===== config.mk =====
export PLATFORM = sky130hd
export DESIGN_NAME = dacc_addr_stage
export DESIGN_NICKNAME = d
export VERILOG_FILES = /design/src/rtl/dacc_pkg.sv /design/src/rtl/dacc_addr_stage.sv
export SDC_FILE = /design/constraint.sdc
export NUM_CORES = 1
export LEC_CHECK = 0
export ABC_CLOCK_PERIOD_IN_PS = 2000
export BUFFER_PORTS_ARGS = -buffer_cell sky130_fd_sc_hd__buf_2
export CORE_MARGIN = 2
export CORE_UTILIZATION = 27
export DETAILED_ROUTE_END_ITERATION = 8
export PLACE_DENSITY_LB_ADDON = 0.12
export SLEW_MARGIN = 20
export SYNTH_ARGS = -nofsm -noshare
export SYNTH_HDL_FRONTEND = slang
export SYNTH_SLANG_ARGS = --single-unit
export TNS_END_PERCENT = 20

===== constraint.sdc =====
create_clock -name vclk -period 2
set_input_delay 0.1 -clock vclk [all_inputs]
set_output_delay 0.1 -clock vclk [all_outputs]
set_load 0.01 [all_outputs]

===== src/rtl/dacc_pkg.sv =====
package dacc_pkg;
  typedef enum logic [2:0] {
    FLT_NONE  = 3'd0,
    FLT_ALIGN = 3'd1,
    FLT_RANGE = 3'd2,
    FLT_RMISS = 3'd3,
    FLT_VMISS = 3'd4,
    FLT_PRIV  = 3'd5,
    FLT_PROT  = 3'd6,
    FLT_ATTR  = 3'd7
  } flt_e;
  localparam int VA_W  = 64;
  localparam int CTX_W = 13;
  localparam int PG_LSB = 13;
endpackage


===== src/rtl/dacc_addr_stage.sv =====
module dacc_addr_stage
  import dacc_pkg::*;
#(
  parameter int          MASK_W  = 32,
  parameter logic [63:0] HOLE_LO = 64'h0000_8000_0000_0000,
  parameter logic [63:0] HOLE_HI = 64'hFFFF_7FFF_FFFF_FFFF
) (
  input  logic [VA_W-1:0] va_i,
  input  logic [1:0]      size_log2_i,
  input  logic            addr_mask_i,
  input  logic            hpriv_i,
  input  logic            implicit_i,
  output logic [VA_W-1:0] va_eff_o,
  output logic            misalign_o,
  output logic            in_hole_o,
  output logic            bypass_o
);
  localparam int SZ_W = 8;
  logic [SZ_W-1:0] sz_mask;
  logic [VA_W-1:0] va_trunc;

  generate
    if (MASK_W < VA_W) begin : g_trunc
      assign va_trunc = {{(VA_W-MASK_W){1'b0}}, va_i[MASK_W-1:0]};
    end else begin : g_full
      assign va_trunc = va_i;
    end
  endgenerate

  always_comb begin
    sz_mask    = (SZ_W'(1) << size_log2_i) - SZ_W'(1);
    misalign_o = |(va_i[SZ_W-1:0] & sz_mask);
    va_eff_o   = addr_mask_i ? va_trunc : va_i;
    // masked addresses never land in the hole
    in_hole_o  = !addr_mask_i && (va_i >= HOLE_LO) && (va_i <= HOLE_HI);
    bypass_o   = hpriv_i && implicit_i && !misalign_o;
  end
endmodule


# --- After elaboration in Yosys (flattened, before gate mapping) ---
# Index checks and enable logic that the tools add are counted.
totals:
  reg_bits: 0
  latch_bits: 0
  ramBits: 0
  output_inout_bits: 67
  romBits: 0
  input_bits: 69
  n_memories: 0
  elab_cells: 13
classes:
  reduce_logical: 7
  n_bitwise: 1
  mul: 0
  n_mux: 1
  div_mod_pow: 0
  shifts: 1
  n_eq_ne: 0
  order_cmp: 2
  addsub: 1
op_table:
  columns: ["cell", "n"]
  rows:
  - [">= comparator 64 x 48 -> 1 bit, second input constant", 1]
  - ["less-or-equal comparator 64 bit, second input constant", 1]
  - ["2-to-1 mux 64 bit", 1]
  - ["bitwise AND 8 bit", 1]
  - ["OR reduction 8 bit", 1]
  - ["left shift 1 x 2 -> 8 bit, first input constant", 1]
  - ["subtractor 8 x 2 -> 8 bit, second input constant", 1]
  - ["logical AND 1 bit", 4]
  - ["logical NOT 1 bit", 2]

# --- Depth between registers and ports, before layout ---
depth:
  depth_word: 6
  mapped_depth: 7
  mapped_depth_nobuf: 7

# --- Worst setup path before layout ---
# No wires, ideal clock.
synth_timing:
  path_type: "in2out"
  from: "input port size_log2_i[1]"
  to: "output port bypass_o"
  arrival_ps: 1254
  n_path_buf: 0
  cell_stages: 5
  path_slack_ps: 646
  required_time_ps: 1900
  path_cell_list: "or2_4 > ha_1 > o221ai_1 > or3_4 > nor2_2"
synth_between:
  elab_chain_len: 6
synth_rtl:
  columns: ["item", "line_no", "rtl"]
  rows:
  - ["start: declaration", "dacc_addr_stage.sv:9", "input logic [1:0] size_log2_i,"]
  - ["left shift 1 x 2 -> 8 bit", "dacc_addr_stage.sv:31", "sz_mask = (SZ_W'(1) << size_log2_i) - SZ_W'(1);"]
  - ["subtractor 8 x 2 -> 8 bit", "dacc_addr_stage.sv:31", null]
  - ["bitwise AND 8 bit", "dacc_addr_stage.sv:32", "misalign_o = |(va_i[SZ_W-1:0] & sz_mask);"]
  - ["OR reduction 8 bit", "dacc_addr_stage.sv:32", null]
  - ["via misalign_o", "dacc_addr_stage.sv:14", "output logic misalign_o,"]
  - ["logical NOT 1 bit", "dacc_addr_stage.sv:36", "bypass_o = hpriv_i && implicit_i && !misalign_o;"]
  - ["logical AND 1 bit", "dacc_addr_stage.sv:36", null]
  - ["end: declaration", "dacc_addr_stage.sv:16", "output logic bypass_o"]
# The timed path passes the listed nets, and every way through them passes these cells.

# --- Final worst setup path ---
layout_timing:
  from: "input port size_log2_i[1]"
  to: "output port bypass_o"
layout_between:
  elab_chain_len: 6
layout_rtl:
  columns: ["item", "line_no"]
  rows:
  - ["left shift 1 x 2 -> 8 bit", "dacc_addr_stage.sv:31"]
  - ["subtractor 8 x 2 -> 8 bit", "dacc_addr_stage.sv:31"]
  - ["bitwise AND 8 bit", "dacc_addr_stage.sv:32"]
  - ["OR reduction 8 bit", "dacc_addr_stage.sv:32"]
  - ["logical NOT 1 bit", "dacc_addr_stage.sv:36"]
  - ["logical AND 1 bit", "dacc_addr_stage.sv:36"]
# Every way passes these cells.

==> impl_metrics.env <==
export IMPL_setup_viol=0
export IMPL_synth_avg_cell_area_sq_um=6.69
export IMPL_coreArea_sq_um=2230
export IMPL_syn2layout_area_growth_pct=33.3
export IMPL_seq_cells=0
export IMPL_cts_hold_buf=0
export IMPL_path_cells="buf_2, or2_4, ha_1, o221ai_1, or3_4, nor2_2, buf_2"
export IMPL_drt_first_pass_iters=3
export IMPL_slew_headroom_pct=64.2
export IMPL_critPathMostFrequentCell="buf_2"
export IMPL_grt_max_degree=34
export IMPL_grt_pass1_wl_mm=2.70
export IMPL_synth_top_area_share_pct=37.4
export IMPL_hpwlAfterDp_mm=1.75
export IMPL_drc=0
export IMPL_antenna_found_initial=0
export IMPL_grt_pass1_vias=627
export IMPL_yosys_warnings=0
export IMPL_antenna_left=0
export IMPL_p_leak_nw=0.499
export IMPL_drt_total_wl_mm=2.02
export IMPL_diodes=0
export IMPL_worst_ep_arrival_time_ns=1.45
export IMPL_io_buffer_count=86
export IMPL_worst_slew_pin_slew_ns=0.537
export IMPL_globalRouteOverflowTotal=0
export IMPL_start_kind="input port"
export IMPL_seq_area_frac_synth_pct=0
export IMPL_crit_slowest_cell="or3_4"
export IMPL_tns_ns=0
export IMPL_period_needed_ns=1.55
export IMPL_synth_cell_types=20
export IMPL_critical_path_class="input port to output pin"
export IMPL_power_density_nw_per_um2=203
export IMPL_min_from="va_i[24]"
export IMPL_initial_core_util_pct=28.7
export IMPL_syn_nets=167
export IMPL_crit_fanout=4
export IMPL_drtIter0Drc=2
export IMPL_required_ns=1.90
export IMPL_crit_family="simple AND/OR/NAND/NOR gates"
export IMPL_critPathCaptureType="output pin"
export IMPL_nNetsFinal=220
export IMPL_die_area_sq_um=2780
export IMPL_cap_viol_max_count=0
export IMPL_final_cell_mix="86 x buf_2, 32 x nor2b_1, 5 x nor4_1"
export IMPL_io_pins=136
export IMPL_syn_cell_area_sq_um=642
export IMPL_irDropWorstVdd_v=0.0000750
export IMPL_track_usage_pct=12.2
export IMPL_hold_viol_final=0
export IMPL_fp_row_count=17
export IMPL_hp_class="input port to output pin"
export IMPL_min_period_over_period_pct=77.3
export IMPL_netlist_top_cell_by_area="buf_4"
export IMPL_postCtsSetupBuffers=0
export IMPL_avgViaCountPerCell=4.37
export IMPL_rsz0062_at_grt="false"
export IMPL_drive_above_1_share_pct=61.2
export IMPL_final_common_cell="buf_2"
export IMPL_route_vias_total=764
export IMPL_wire_per_inst_um=11.6
export IMPL_status="finished clean"
export IMPL_drv_slew=0
export IMPL_cpPeakStageDelay_ns=0.38
export IMPL_critPathBufInv=2
export IMPL_seqCellArea_sq_um=0
export IMPL_totalPowerFinal_mw=0.174
export IMPL_ctsResizeCount=0
export IMPL_clkbuf_count=0
export IMPL_cp_startpoint="size_log2_i[1]"
export IMPL_syn_inst=96
export IMPL_die_x_um=52.8
export IMPL_place_gp_congestion=0.659
export IMPL_die_y_um=52.8
export IMPL_fillers=250
export IMPL_synth_area_leaders="buf_4 37%, nor2b_1 31%, nor4_1 4.9%"
export IMPL_max_clock_freq_mhz=647
==> stage by stage <==
step                      instances  util, %  setup slack (ns)  instance area [sq um]  hold slack, ns
final                           175     38.3             0.455                    856           0.200
after global placement          175     38.3             0.469                    856           0.200
after CTS                       175     38.3             0.445                    856           0.200
after detailed placement        175     38.3             0.447                    856           0.200
after global routing            175     38.3             0.379                    856           0.200
after floorplan                  96        -             0.646                    642           0.246
==> cells in the mapped netlist (all sizes together) <==
library cell,instances
clkbuf,3
and2,1
ha,2
nand3,2
nand2,2
nor3b,1
nor2,3
o221ai,1
a22o,1
nor4,5
nor2b,32
nor3,1
nand4,3
and4,1
buf,32
or2,1
nand2b,1
inv,3
or3,1
==> power breakdown <==
group / internal (mW) / switching (mW)
clock: 0 / 0
combinational: 0.0896 / 0.0842
sequential: 0 / 0
total: 0.0896 / 0.0842
==> layer usage <==
metal,vias up,share of wire [%],GRT usage [%]
li1,384,-,-
met1,324,37,13.8
met2,50,53,24.0
met3,6,9.3,2.29
met4,0,0.94,1.28
met5,-,0,0
==> area by class of cell <==
class	count	area [sq um]	area share [%]
inverters	3	11.3	1.32
repair buffers	86	430	50.3
multi-input cells	58	379	44.3
well taps	28	35.0	4.09
==> worst paths after layout <==
path / endpoint / cells after the start / slack, ns
setup / recovery: bypass_o / 7 / 0.45
hold / removal: va_eff_o[24] / 0 / 0.20
==> cell families after synthesis <==
logic type	Yosys count	synth area share [%]
fa+ha+maj	2	3.90
simple gates	54	52.4
buf+inv	38	40.9
compound gates	2	2.73
Power figures use the tool's default switching activity.
